`src/rtl/rbx_pkg.sv`:
```
package rbx_pkg;

    typedef enum logic [1:0] {
        ST_IDLE  = 2'd0,
        ST_FETCH = 2'd1,
        ST_FAIL  = 2'd2
    } rbx_state_e;

    typedef struct packed {
        logic [3:0] rdsize;
        logic       wdptr;
    } rbx_code_t;

    // Size code and word pointer for a burst of 'beats' words.
    function automatic rbx_code_t size_code(input int unsigned beats, input logic addr_lsb);
        rbx_code_t   c;
        int unsigned k;
        if (beats <= 1) begin
            c.rdsize = 4'b1000;
            c.wdptr  = ~addr_lsb;
        end else if (beats == 2) begin
            c.rdsize = 4'b1011;
            c.wdptr  = 1'b0;
        end else begin
            k        = (beats + 7) / 8;
            c.rdsize = 4'(12 + (k - 1) / 2);
            c.wdptr  = ((k % 2) == 0);
        end
        return c;
    endfunction

    // Number of words the rounded-up request returns.
    function automatic int unsigned fetch_count(input int unsigned beats);
        if (beats <= 2)
            return (beats == 0) ? 1 : beats;
        return 8 * ((beats + 7) / 8);
    endfunction

endpackage

```
`src/rtl/rbx_decode.sv`:
```
module rbx_decode
    import rbx_pkg::*;
#(
    parameter int ADDR_W    = 12,
    parameter int BC_W      = 7,
    parameter int MAX_BURST = 64,
    parameter int WIN_LO    = 32,
    parameter int WIN_HI    = 1023
) (
    input  logic [ADDR_W-1:0] addr,
    input  logic [BC_W-1:0]   bcount,
    output logic              fail,
    output rbx_code_t         code,
    output logic [BC_W-1:0]   beats,
    output logic [BC_W-1:0]   fetch_words
);
    localparam logic [ADDR_W:0] LO_L = (ADDR_W+1)'(WIN_LO);
    localparam logic [ADDR_W:0] HI_L = (ADDR_W+1)'(WIN_HI);
    localparam logic [BC_W-1:0] MAX_L = BC_W'(MAX_BURST);

    logic            len_bad;
    logic            misalign;
    logic            below;
    logic            above;
    logic [ADDR_W:0] last_word;

    always_comb begin
        len_bad   = (bcount == '0) || (bcount > MAX_L);
        misalign  = (bcount > BC_W'(1)) && addr[0];
        last_word = {1'b0, addr} + (ADDR_W+1)'(bcount) - (ADDR_W+1)'(1);
        below     = ({1'b0, addr} < LO_L);
        above     = (last_word > HI_L);
        fail      = len_bad || misalign || below || above;
        beats       = (bcount == '0) ? BC_W'(1) : bcount;
        code        = size_code(int'(unsigned'(bcount)), addr[0]);
        fetch_words = BC_W'(fetch_count(int'(unsigned'(bcount))));
    end

endmodule

```
`src/rtl/rbx_beat_ctl.sv`:
```
module rbx_beat_ctl
    import rbx_pkg::*;
#(
    parameter int BC_W   = 7,
    parameter int DATA_W = 32
) (
    input  logic              clk,
    input  logic              rst,
    input  logic              start,
    input  logic              fail,
    input  logic [BC_W-1:0]   beats,
    input  logic [BC_W-1:0]   fetch_words,
    input  logic              rsp_valid,
    input  logic [DATA_W-1:0] rsp_data,
    output logic              busy,
    output logic              rd_valid,
    output logic              rd_error,
    output logic [DATA_W-1:0] rd_data
);
    rbx_state_e      state;
    logic [BC_W-1:0] left_beats;
    logic [BC_W-1:0] left_fetch;

    assign busy = (state != ST_IDLE);

    always_ff @(posedge clk) begin
        if (rst) begin
            state      <= ST_IDLE;
            left_beats <= '0;
            left_fetch <= '0;
            rd_valid   <= 1'b0;
            rd_error   <= 1'b0;
            rd_data    <= '0;
        end else begin
            rd_valid <= 1'b0;
            rd_error <= 1'b0;
            unique case (state)
                ST_IDLE: begin
                    if (start) begin
                        left_beats <= beats;
                        left_fetch <= fetch_words;
                        state      <= fail ? ST_FAIL : ST_FETCH;
                    end
                end
                ST_FETCH: begin
                    if (rsp_valid) begin
                        left_fetch <= left_fetch - BC_W'(1);
                        if (left_beats != '0) begin
                            rd_valid   <= 1'b1;
                            rd_data    <= rsp_data;
                            left_beats <= left_beats - BC_W'(1);
                        end
                        if (left_fetch == BC_W'(1))
                            state <= ST_IDLE;
                    end
                end
                ST_FAIL: begin
                    rd_valid   <= 1'b1;
                    rd_error   <= 1'b1;
                    rd_data    <= '0;
                    left_beats <= left_beats - BC_W'(1);
                    if (left_beats == BC_W'(1))
                        state <= ST_IDLE;
                end
                default: state <= ST_IDLE;
            endcase
        end
    end

endmodule

```
`src/rtl/rbx_irq.sv`:
```
module rbx_irq (
    input  logic clk,
    input  logic rst,
    input  logic set,
    input  logic clr,
    input  logic en_wr,
    input  logic en_wdata,
    output logic status,
    output logic enable,
    output logic irq
);
    always_ff @(posedge clk) begin
        if (rst) begin
            status <= 1'b0;
            enable <= 1'b0;
        end else begin
            if (set)
                status <= 1'b1;
            else if (clr)
                status <= 1'b0;
            if (en_wr)
                enable <= en_wdata;
        end
    end

    assign irq = status & enable;

endmodule

```
`src/rtl/rd_burst_xlate.sv`:
```
module rd_burst_xlate
    import rbx_pkg::*;
#(
    parameter int ADDR_W    = 12,
    parameter int DATA_W    = 32,
    parameter int MAX_BURST = 64,
    parameter int BC_W      = $clog2(MAX_BURST) + 1,
    parameter int WIN_LO    = 32,
    parameter int WIN_HI    = 1023
) (
    input  logic              clk,
    input  logic              rst,
    input  logic [ADDR_W-1:0] s_address,
    input  logic [BC_W-1:0]   s_burstcount,
    input  logic              s_read,
    output logic              s_waitrequest,
    output logic [DATA_W-1:0] s_readdata,
    output logic              s_readdatavalid,
    output logic              s_readerror,
    output logic              req_valid,
    output logic [ADDR_W-2:0] req_dw_addr,
    output logic [3:0]        req_rdsize,
    output logic              req_wdptr,
    input  logic              rsp_valid,
    input  logic [DATA_W-1:0] rsp_data,
    input  logic              ien_wr,
    input  logic              ien_wdata,
    input  logic              ists_clr,
    output logic              irq_status,
    output logic              irq_enable,
    output logic              irq
);
    logic            busy;
    logic            accept;
    logic            fail;
    rbx_code_t       code;
    logic [BC_W-1:0] beats;
    logic [BC_W-1:0] fetch_words;

    assign accept        = s_read && !busy;
    assign s_waitrequest = busy;

    rbx_decode #(
        .ADDR_W(ADDR_W), .BC_W(BC_W), .MAX_BURST(MAX_BURST),
        .WIN_LO(WIN_LO), .WIN_HI(WIN_HI)
    ) u_decode (
        .addr(s_address), .bcount(s_burstcount), .fail(fail),
        .code(code), .beats(beats), .fetch_words(fetch_words)
    );

    rbx_beat_ctl #(.BC_W(BC_W), .DATA_W(DATA_W)) u_beat (
        .clk(clk), .rst(rst), .start(accept), .fail(fail),
        .beats(beats), .fetch_words(fetch_words),
        .rsp_valid(rsp_valid), .rsp_data(rsp_data),
        .busy(busy), .rd_valid(s_readdatavalid),
        .rd_error(s_readerror), .rd_data(s_readdata)
    );

    rbx_irq u_irq (
        .clk(clk), .rst(rst), .set(accept && fail), .clr(ists_clr),
        .en_wr(ien_wr), .en_wdata(ien_wdata),
        .status(irq_status), .enable(irq_enable), .irq(irq)
    );

    always_ff @(posedge clk) begin
        if (rst) begin
            req_valid   <= 1'b0;
            req_dw_addr <= '0;
            req_rdsize  <= '0;
            req_wdptr   <= 1'b0;
        end else begin
            req_valid <= accept && !fail;
            if (accept && !fail) begin
                req_dw_addr <= s_address[ADDR_W-1:1];
                req_rdsize  <= code.rdsize;
                req_wdptr   <= code.wdptr;
            end
        end
    end

endmodule

```
`config.mk`:
```
export PLATFORM = sky130hd
export DESIGN_NAME = rd_burst_xlate
export DESIGN_NICKNAME = d
export VERILOG_FILES = /design/src/rtl/rbx_pkg.sv /design/src/rtl/rbx_decode.sv /design/src/rtl/rbx_beat_ctl.sv /design/src/rtl/rbx_irq.sv /design/src/rtl/rd_burst_xlate.sv
export SDC_FILE = /design/constraint.sdc
export NUM_CORES = 1
export LEC_CHECK = 0
export ABC_AREA = 1
export BUFFER_PORTS_ARGS = -buffer_cell sky130_fd_sc_hd__buf_4
export CORE_AREA = 2 2 94 96
export CTS_CLUSTER_DIAMETER = 80
export DETAILED_ROUTE_END_ITERATION = 10
export DIE_AREA = 0 0 96 98
export GPL_TIMING_DRIVEN = 0
export PLACE_DENSITY = 0.83
export SETUP_SLACK_MARGIN = 0.2
export SYNTH_ARGS = -nofsm -noshare
export SYNTH_HDL_FRONTEND = slang
export SYNTH_SLANG_ARGS = --single-unit
```
`constraint.sdc`:
```
create_clock -name clk -period 2.3 [get_ports clk]
set_input_delay 0.23 -clock clk [delete_from_list [all_inputs] [get_ports clk]]
set_output_delay 0.23 -clock clk [all_outputs]
set_load 0.05 [all_outputs]
```
Word-level counts from Yosys, hierarchy flattened

Cells that the tools add are included.

Bits in registers: 69
Input bits: 58
Logic and storage cells: 89

Add/subtract/negate cells: 7
$lt $le $gt $ge: 6
Equality and inequality tests: 10
Multiplexer cells: 29
Bitwise operators: 2
Reduce and logical (&&, ||, !) cells: 23

Operators with widths:

| kind                    | count |
|---|---|
| $mux W32                | 2 |
| $pmux W32 S2            | 1 |
| $mux W7                 | 9 |
| $logic_not A32 Y1       | 1 |
| $pmux W7 S3             | 1 |
| $eq A7 B1 Y1 const B    | 2 |
| $pmux W7 S2             | 1 |
| $sub A7 B1 Y7 const B   | 2 |
| $add A12 B7 Y13         | 1 |
| $gt A13 B10 Y1 const B  | 1 |
| $sub A13 B1 Y13 const B | 1 |
| $lt A12 B6 Y1 const B   | 1 |
| $mux W2                 | 5 |
| $mux W5                 | 2 |
| $add A7 B3 Y8 const B   | 1 |
| $reduce_and A4 Y1       | 2 |
| $reduce_bool A2 Y1      | 4 |
| $eq A7 B2 Y1 const B    | 1 |
| $gt A7 B1 Y1 const B    | 1 |
| $gt A7 B7 Y1 const B    | 1 |
| $le A7 B1 Y1 const B    | 1 |
| $le A7 B2 Y1 const B    | 1 |
| $logic_not A7 Y1        | 1 |
| $reduce_bool A7 Y1      | 1 |
| 17 further kinds        | 33 |

Depth between registers and ports, before layout

Gate-level depths: netlist of run 1.

Depth in word-level cells: 8
Depth in mapped cells: 18
Mapped depth without buffers: 17

Cells and area by module

From an unflattened synthesis of run 1, not the netlist that was laid out.

Cell total of the unflattened synthesis: 757
Area total of the unflattened synthesis: 4,615.7 um^2

Modules (own cells, without submodules):

| module         | instances | cells an instance | area each (um^2) | sequential area each (um^2) |
|---|---|---|---|---|
| rbx_beat_ctl   | 1         | 434               | 2,763.9          | 1,001.0 |
| rbx_decode     | 1         | 202               | 1,047.3          | 0.0 |
| rd_burst_xlate | 1         | 109               | 720.7            | 340.3 |
| rbx_irq        | 1         | 12                | 83.8             | 40.0 |

Worst setup path after synthesis of run 1

Ideal clock, no wire load.

Path type: in2reg
Start: in s_burstcount[1]
End: reg req_dw_addr[0]
Setup time: 0.113 ns
Data arrival time: 2.031 ns
Data required time: 2.187 ns
Path slack: 0.156 ns
Cell stages on the path: 15
Buffers on the path: 1
Cells stage by stage: inv_1 ha_1 inv_1 ha_1 inv_1 fa_1 inv_1 nand3_1 nand4_1 nand2_1 nor2_8 nand3_4 buf_2 nor2_1 nor2_1

Longest elaborated chain between the ends: 7
Elaborated cells between the ends (all ways): 13
Classes of those cells: add/sub (2); order compare (3); reduce/logical (8)

Ends and longest elaborated chain:

| item                                                    | line                 | text |
|---|---|---|
| start: declaration                                      | rd_burst_xlate.sv:14 | `input logic [BC_W-1:0] s_burstcount,` |
| branches (longest 4 deep; another with $add A12 B7 Y13) | n/a                  |  |
| $logic_or A1 B1 Y1 (*)                                  | rbx_decode.sv:33     | `fail = len_bad \|\| misalign \|\| below \|\| above;` |
| $logic_not A1 Y1 (*)                                    | rd_burst_xlate.sv:73 | `if (accept && !fail) begin` |
| $logic_and A1 B1 Y1 (*)                                 | rd_burst_xlate.sv:73 |  |
| end signal: assignment                                  | rd_burst_xlate.sv:74 | `req_dw_addr <= s_address[ADDR_W-1:1];` |
| end: declaration                                        | rd_burst_xlate.sv:21 | `output logic [ADDR_W-2:0] req_dw_addr,` |

Every way passes the cells marked *.
A chain may end at the register's enable or synchronous reset.

Worst setup path after layout of run 1

Start: in s_burstcount[6]
End: reg req_dw_addr[0]

The elaborated chain is that of the path after synthesis.

==> results of run 1 <==
area by class of cell:
type | instances | area (µm²)
timing repair buffer | 118 | 886
clock inverter | 7 | 66.3
sequential | 69 | 1380
inverter | 105 | 397
buffer | 19 | 119
tap | 108 | 135
fill | 749 | 3100
multi-input combinational | 421 | 2260
clock buffer | 9 | 124
registers in the layout, indices dropped and copies added, names as in the netlist:
| register | count |
|---|---|
| u_beat.state | 2 |
| u_beat.rd_data | 32 |
| u_beat.left_fetch | 7 |
| u_beat.left_beats | 7 |
| req_valid | 1 |
| req_wdptr | 1 |
| req_dw_addr | 11 |
| u_beat.rd_valid | 1 |
| u_irq.enable | 1 |
| req_rdsize | 4 |
| u_irq.status | 1 |
| u_beat.rd_error | 1 |
power breakdown:
group / total, W / internal [W] / leakage [nW] / switching (W)
clock network: 0.000959 / 0.000494 / 0.0987 / 0.000465
logic: 0.00104 / 0.000392 / 2.09 / 0.000647
registers: 0.00133 / 0.00127 / 0.560 / 0.0000578
total: 0.00333 / 0.00216 / 2.74 / 0.00117
cells by family after synthesis:
group | count (synthesis) | share of synthesized area (%)
simple gates | 294 | 31.3
compound gates | 93 | 12.2
xor+xnor | 2 | 0.430
buf+inv | 124 | 12.1
flops | 69 | 33.9
fa+ha+maj | 32 | 10.0
through the flow:
stage	area (µm²)	hold slack (ns)
finish	5370	0.0723
global route	5370	0.0620
CTS	5260	0.0619
detailed placement	5040	0.433
global placement	5040	0.419
floorplan	4080	0.324
Yosys cell counts (2+ instances only):
master	instances	area (µm²)
a211oi_1	4	30.0
xnor2_1	2	17.5
inv_2	7	26.3
dfxtp_1	69	1380
nor2_1	60	225
nand2_1	173	649
a21oi_1	58	290
nor3_1	3	15.0
nor2_2	6	37.5
o21ai_0	22	110
buf_6	2	22.5
nor4_1	2	12.5
ha_1	31	388
nand4_1	10	62.6
inv_1	98	368
clkbuf_1	7	26.3
nand3_1	21	105
buf_2	10	50.1
nor2_8	2	40.0
nand2_2	12	75.1
metal layers:
metal	part of all wire [%]	wire length, µm	global-route usage [%]
met5	0	0	0
met4	1.5	163	6.37
met3	4.5	478	4.63
met2	51	5390	39.4
met1	43	4570	26.6
worst max-delay path by stage:
stage / endpoint / slack (ns) / cells past startpoint
6_report: req_dw_addr[0] / 0.31 / 19
5_1_grt: req_dw_addr[0] / 0.19 / 19
4_1_cts: u_beat.left_fetch[1] / 0.20 / 9
3_5_place_dp: req_dw_addr[0] / -0.17 / 16
3_3_place_gp: req_rdsize[1] / -0.12 / 16
2_1_floorplan: req_rdsize[1] / 0.22 / 15
timing repair:
item	4_1_cts	5_1_grt
buffers inserted	0	7
endpoints found under the setup margin	11	58
gates resized for setup	6	23
pin swaps	3	3
==> metrics.txt, run 1 <==
worst vdd rail ir drop=598 µV; Post-Synthesis Cell Area=~4100 µm²; total number of vias=between 4000 and 5000; hpwl dp=between 8000 and 9000 µm; DR iter-0 viols=approximately 270; Clock Path Buffers=2; Seq/Total Area, Yosys=between 30% and 40%; R2R Setup Slk=0.41 ns; ys async rst share=0%; Core Util, Final=63.4%; Worst Hold End=u_irq.enable; Initial Util=48.1%; H-Tree Depth=3; fmax=502 MHz; ant diodes=0; most common cell after layout, fill and taps aside=nand2_1; CP Data Arrival Time=approximately 2.3 ns; Clock Sinks=69; setup violators final=0; placed cells=between 800 and 900; instance count of the mapped netlist=between 600 and 700; crit-path most repeated cell=nand2_1; syn_nets=between 700 and 800; Post-route DRC=0; max-slew violations=0; PortBufs=111; Final Net Count=833; first-pass GRT wire length=roughly 17000 µm; Tot GR Track Use=22.2%; Worst Path Buf+Inv=5; Max Clock Skew=0.0103 ns; RR Endpoint=u_beat.rd_data[30]; post-synthesis cell type count=35; worst slew margin relative to its limit=roughly 64%; number of global-route vias before repair=around 3900; critical path capture point type=flip-flop; HP Class=in -> reg; Setup TNS=0 ns; Top Family by Delay on Critical Path=simple AND/OR/NAND/NOR gates; average wire per standard cell=approximately 12 µm; routed vias/inst=~5; Worst Setup SP=s_burstcount[6]; largest net degree at the start of global routing=13; final std cells w/o fill=between 800 and 900; post-synthesis register bit count=69; CTS tree=built; Place WS=-0.175 ns; pwr dens=roughly 620 nW/µm²; Crit Path Max Fanout=10; DR pass1 iterations=4; core area=about 8500 µm²; status=complete, no violations; max_cap viols=0; final setup margin=roughly 0.31 ns; startpoint class of the critical path=input port; ANT nets after route=0; Hold Startpoint=ien_wr; R2R Path Start=u_beat.state[0]; initial antenna violation count=0; RePlAce Congestion=between 0.8 and 0.9; I/O pins=between 100 and 150; CTS buffer count=9; Worst-path clk slew=~0.070 ns; Slowest-stage cell, CP=ha_1; R2R depth=7; count of flip-flops with a built-in enable after synthesis=0; ys flop type=dfxtp_1; Worst-Margin Slew=roughly 0.54 ns; PnR Total Power=between 0.003 and 0.004 W; CP Class=in -> reg; Die H=approximately 100 µm; clk root buf=clkbuf_8; P&R area growth vs syn=31.9%; unrepaired setup endpoints after global routing=no; Avg Cell Area, Syn=roughly 6.6 µm²; Die ar.=roughly 9400 µm²; Final Routed Wirelength=approximately 11000 µm; gr ovfl total=0; layout cells sized above 1=between 20% and 30%; P_leak=~2.7 nW; Final Hold Fails=0; Tcrit/Tclk final=between 80% and 90%; die width=96 µm; Yosys warning total=0; hold path depth=2; Worst path max stage delay=roughly 0.25 ns; WP data required=approximately 2.6 ns; # rows=34; most frequent cells in the layout=nand2_1, buf_4, inv_1, dfxtp_1; fin crit period=1.99 ns; crit-path cells=buf_4 > inv_1 > ha_1 > inv_1 > ha_4 > nand2_2 > inv_1 > nand2_1 > nand2_1 > nand2_1 > nand3_1 > nand2_1 > nand2_2 > nor2_8 > nand3_4 > buf_12 > nand2_2 > nand2_1 > nor2_1; CTS Hold Bufs=0; Worst-Skew Late Latency=between 0.3 and 0.4 ns
Note: power is estimated with default switching activity, not from simulation.
==> run 2: changes to the inputs <==
==> constraint.sdc (replaced) <==
create_clock -name clk -period 2.3 [get_ports clk]
set_input_delay 0.575 -clock clk [delete_from_list [all_inputs] [get_ports clk]]
set_output_delay 0.575 -clock clk [all_outputs]
set_load 0.05 [all_outputs]
==> run 2 against run 1 <==
Compared with the run above: final cell count up 0.47%; setup slack worse by 0.22 ns; largest power group unchanged; largest cell class unchanged; highest routed layer unchanged; critical endpoint is now req_dw_addr[1]; final area up 5.5%.
==> metrics.txt, run 2 (same netlist as run 1, synthesis figures left out) <==
status=complete, no violations; placed cells=~830; gr ovfl total=0; Max Clock Skew=about 0.0094 ns; Clock Sinks=69; DR iter-0 viols=approximately 160; fmax=roughly 450 MHz; most common cell after layout, fill and taps aside=nand2_1; largest net degree at the start of global routing=14; Seq pwr share=about two fifths; Die H=98 µm; final setup margin=0.0892 ns; HP Class=in -> reg; final std cells w/o fill=860; Post-route DRC=0; ANT nets after route=0; P_leak=2.78 nW; Crit Path Max Fanout=10; Worst-Skew Late Latency=between 0.3 and 0.4 ns; I/O pins=approximately 110; Worst-Margin Slew=0.569 ns; combinational fraction of design power=roughly a third; unrepaired setup endpoints after global routing=yes; CTS Hold Bufs=0; layout cells sized above 1=roughly 33%; Most flops, register=u_beat.rd_data; Tcrit/Tclk final=a little over nine tenths; max-slew violations=0; average wire per standard cell=roughly 13 µm; core area=~8500 µm²; Tot GR Track Use=22.6%; # rows=34; total number of vias=around 4300; ant diodes=0; Die ar.=~9400 µm²; max reg flops=32; CP Data Arrival Time=roughly 2.5 ns; WP data required=about 2.6 ns; worst vdd rail ir drop=~410 µV; startpoint class of the critical path=input port; Place WS=-0.299 ns; Initial Util=between 40% and 50%; P&R area growth vs syn=39.2%; Setup TNS=0 ns; RePlAce Congestion=between 0.9 and 1; final instance area=around 5700 µm²; number of global-route vias before repair=4037; die width=96 µm; Final Routed Wirelength=approximately 11000 µm; first-pass GRT wire length=between 15000 and 20000 µm; fin crit period=between 2 and 2.5 ns; DR pass1 iterations=5; biggest regs=u_beat.rd_data (32), req_dw_addr (11); Clk pwr share=28.3%; routed vias/inst=5.00; H-Tree Depth=3; Switching Power=approximately 0.0012 W; Worst-path clk slew=~0.08 ns; PortBufs=roughly 110; PnR Total Power=0.00344 W; clk root buf=clkbuf_8; DP Area=5160 µm²; CP Class=in -> reg; CTS buffer count=9; Sw Ratio=a little over a third; worst slew margin relative to its limit=62.1%; initial antenna violation count=0; Clock Path Buffers=2; internal power=between 0.002 and 0.0025 W; Final Hold Fails=0; critical path capture point type=flip-flop; CTS tree=built; hold path depth=2; max_cap viols=0; R2R depth=8; setup violators final=0; Final Net Count=837; hpwl dp=8130 µm; pwr dens=607 nW/µm²; most frequent cells in the layout=nand2_1, buf_4, inv_1, dfxtp_1, a21oi_1
[run 2: cell count changes in the layout (fill, tap and decap cells not counted), sizes merged]
| cell | previous run | this run |
|---|---|---|
| clkbuf | 17 | 16 |
| clkinv | 5 | 2 |
| buf | 129 | 134 |
| inv | 105 | 107 |
| clkinvlp | 1 | 2 |
[run 2: metrics by stage]
stage | hold slack, ns | util (%)
after floorplan | 0.459 | -
after global placement | 0.450 | 61.0
after detailed placement | 0.454 | 61.0
after CTS | 0.416 | 64.8
after global routing | 0.405 | 66.9
final | 0.419 | 66.9
[run 2: worst max-delay path, cell delays in order]
cell	delay, ns
buf_4	0.12
inv_4	0.05
ha_4	0.25
inv_2	0.04
ha_4	0.22
nand2_2	0.09
nand2_1	0.06
nand2_1	0.06
nand2_1	0.05
nand2_1	0.10
nand3_1	0.09
nand2_1	0.09
inv_2	0.06
nor2_8	0.12
nand3_4	0.12
buf_12	0.18
nand2_2	0.05
nand2_1	0.05
nor2_1	0.09
[run 2: power by group through the flow]
stage	clock network, W	registers, W	logic [W]
2_1_floorplan	0	0.00140	0.000657
3_3_place_gp	0	0.00135	0.000980
3_5_place_dp	0	0.00135	0.00100
4_1_cts	0.000993	0.00132	0.00105
5_1_grt	0.00105	0.00134	0.00126
6_report	0.000974	0.00133	0.00114
[run 2: cell type report]
type                       instances  area (µm²)
fill                             679        2800
multi-input combinational        421        2480
sequential                        69        1380
timing repair buffer             122         941
inverter                         105         417
tap                              108         135
clock buffer                       9         124
buffer                            19         116
clock inverter                     7        72.6
[run 2: path summary, 6_finish.rpt]
path	slack (ns)	end	start
max	0.09	req_dw_addr[1]	s_burstcount[3]
min	0.42	u_irq.enable	ien_wr
max reg2reg	0.41	u_beat.rd_data[26]	u_beat.state[1]
min reg2reg	0.47	u_beat.rd_data[11]	u_beat.rd_data[11]
[run 2: timing repair]
item / CTS / global route
pin swaps: 3 / 19
gates cloned: 2 / 0
endpoints found under the setup margin: 17 / 61
gates resized for setup: 22 / 46
setup buffers: 6 / 3
[run 2: routing by layer]
metal  wire, µm  vias up  share of wire [%]  global-route usage [%]
met5          0        -                  0                       0
met4        218        0                2.0                    5.82
met3        454       25                4.2                    3.70
met2       5620      135                 51                    40.0
met1       4620     1960                 42                    28.0
li1           -     2184                  -                       -
==> run 3: changes to the inputs <==
--- a/config.mk
+++ b/config.mk
@@ -15,4 +15,5 @@
 export PLACE_DENSITY = 0.83
 export SETUP_SLACK_MARGIN = 0.2
+export SKIP_CTS_REPAIR_TIMING = 1
 export SYNTH_ARGS = -nofsm -noshare
 export SYNTH_HDL_FRONTEND = slang
==> constraint.sdc (replaced) <==
create_clock -name clk -period 2.3 [get_ports clk]
set_input_delay 0.345 -clock clk [delete_from_list [all_inputs] [get_ports clk]]
set_output_delay 0.345 -clock clk [all_outputs]
set_load 0.05 [all_outputs]
==> run 3 against run 2 <==
Compared with the run above: the flow now finishes with violations (DRC); sequential share of layout area increased by 0.34 points; final area decreased by 1.5%; routed wire length increased by 0.15%; global-route usage decreased by 0.19 points; count of clock-buffer cells in the layout unchanged; critical path depth decreased by 3; register-to-register slack about the same; highest routed layer unchanged; utilization decreased by 1.0 points; first-iteration DRC count increased by 63%; setup slack improved by 0.14 ns; final cell count unchanged; critical path type unchanged.
==> metrics.txt, run 3 (same netlist as run 1, synthesis figures left out) <==
Tot GR Track Use=22.4%; biggest regs=u_beat.rd_data (32), req_dw_addr (11); P&R area growth vs syn=37.0%; largest net degree at the start of global routing=14; Most flops, register=u_beat.rd_data; placed cells=roughly 830; CTS buffer count=9; routed vias/inst=approximately 5.0; core area=roughly 8500 µm²; Worst-path clk slew=about 0.070 ns; Worst path max stage delay=roughly 0.33 ns; number of global-route vias before repair=about 4200; H-Tree Depth=3; Clock Sinks=just under 70; worst slew margin relative to its limit=around 64%; final std cells w/o fill=860; # fillers=around 680; die width=~96 µm; Worst-Margin Slew=about 0.54 ns; max_cap viols=0; fin crit period=~2.1 ns; # rows=34; pwr dens=650 nW/µm²; ant diodes=0; WL met2=approximately 5600 µm; M1 WL=4380 µm; initial antenna violation count=0; HP Class=in -> reg; Slowest-stage cell, CP=fa_2; startpoint class of the critical path=input port; final instance area=~5600 µm²; status=finished with violations; DR pass1 iterations=11; Max Clock Skew=about 0.012 ns; failing checks=DRC; CP Class=in -> reg; Final Hold Fails=0; Place WS=-0.172 ns; P_leak=about 2.8 nW; max reg flops=32; Post-route DRC=1; critical path capture point type=flip-flop; PortBufs=111; most common cell after layout, fill and taps aside=nand2_1; Die H=98 µm; max-slew violations=0; Crit Path Max Fanout=10; DP Area=approximately 5100 µm²; average wire per standard cell=between 10 and 15 µm; gr ovfl total=0; setup violators final=0; Final Net Count=roughly 840; metal3 WL=between 600 and 700 µm; fmax=around 480 MHz; DR top layer=met4; most frequent cells in the layout=nand2_1, buf_4, inv_1, dfxtp_1, nor2_1; crit-path cells=buf_4 > inv_4 > ha_4 > inv_4 > ha_4 > inv_2 > fa_2 > inv_2 > nand3_2 > nand4_1 > nand2_2 > nor2_8 > nand3_4 > buf_6 > nor2_1 > nor2_1; unrepaired setup endpoints after global routing=yes; CTS tree=built; first-pass GRT wire length=approximately 17000 µm; hpwl dp=between 8000 and 9000 µm; Tcrit/Tclk final=90.2%; RePlAce Congestion=0.888; worst vdd rail ir drop=434 µV; Final Routed Wirelength=about 11000 µm; clk root buf=clkbuf_8; WP data required=2.54 ns; DR iter-0 viols=approximately 260; WHS=about 0.19 ns; Clock Path Buffers=2; ANT nets after route=0; Initial Util=a little under 50%; Worst-Skew Late Latency=between 0.3 and 0.4 ns; CP Data Arrival Time=2.31 ns; total number of vias=between 4000 and 5000; I/O pins=113; final setup margin=roughly 0.23 ns; Die ar.=~9400 µm²; layout cells sized above 1=about 29%
[run 3: cell type report]
class                      count  area [µm²]  area share [%]
buffer                        19         111            2.00
timing repair buffer         122         921            16.5
multi-input combinational    421        2370            42.6
inverter                     105         409            7.33
clock inverter                 7         123            2.20
clock buffer                   9         124            2.22
tap                          108         135            2.42
sequential                    69        1380            24.8
[run 3: worst paths after layout]
| check | cells after the start | end | startpoint | slack, ns |
|---|---|---|---|---|
| setup / recovery | 16 | req_dw_addr[2] | s_burstcount[1] | 0.23 |
| hold / removal | 2 | u_irq.enable | ien_wr | 0.19 |
| setup reg to reg | 11 | u_beat.left_beats[5] | u_beat.state[1] | 0.41 |
| hold reg to reg | 2 | u_beat.rd_data[8] | u_beat.rd_data[8] | 0.46 |
[run 3: worst max-delay path: cells and delay by family]
kind	cells	cell delay, ns
adders and majority gates	3	0.67
buffers and inverters	6	0.51
and+or+nand+nor	7	0.78
[run 3: where the power goes]
part | switching (W) | internal (W) | total (W)
clock | 0.000487 | 0.000725 | 0.00121
sequential | 0.0000568 | 0.00127 | 0.00133
combinational | 0.000671 | 0.000418 | 0.00109
[run 3: layer usage]
metal | global-route usage, % | up-vias
li1 | - | 2180
met1 | 25.2 | 1920
met2 | 39.7 | 153
met3 | 5.56 | 35
met4 | 8.90 | 0
met5 | 0 | -
[run 3: per-stage QoR]
step	TNS, ns	util, %	power [W]
floorplan	0	-	0.00204
global placement	-1.54	59.9	0.00229
detailed placement	-2.36	59.9	0.00232
CTS	0	62.9	0.00352
global route	0	65.9	0.00383
finish	0	65.9	0.00363
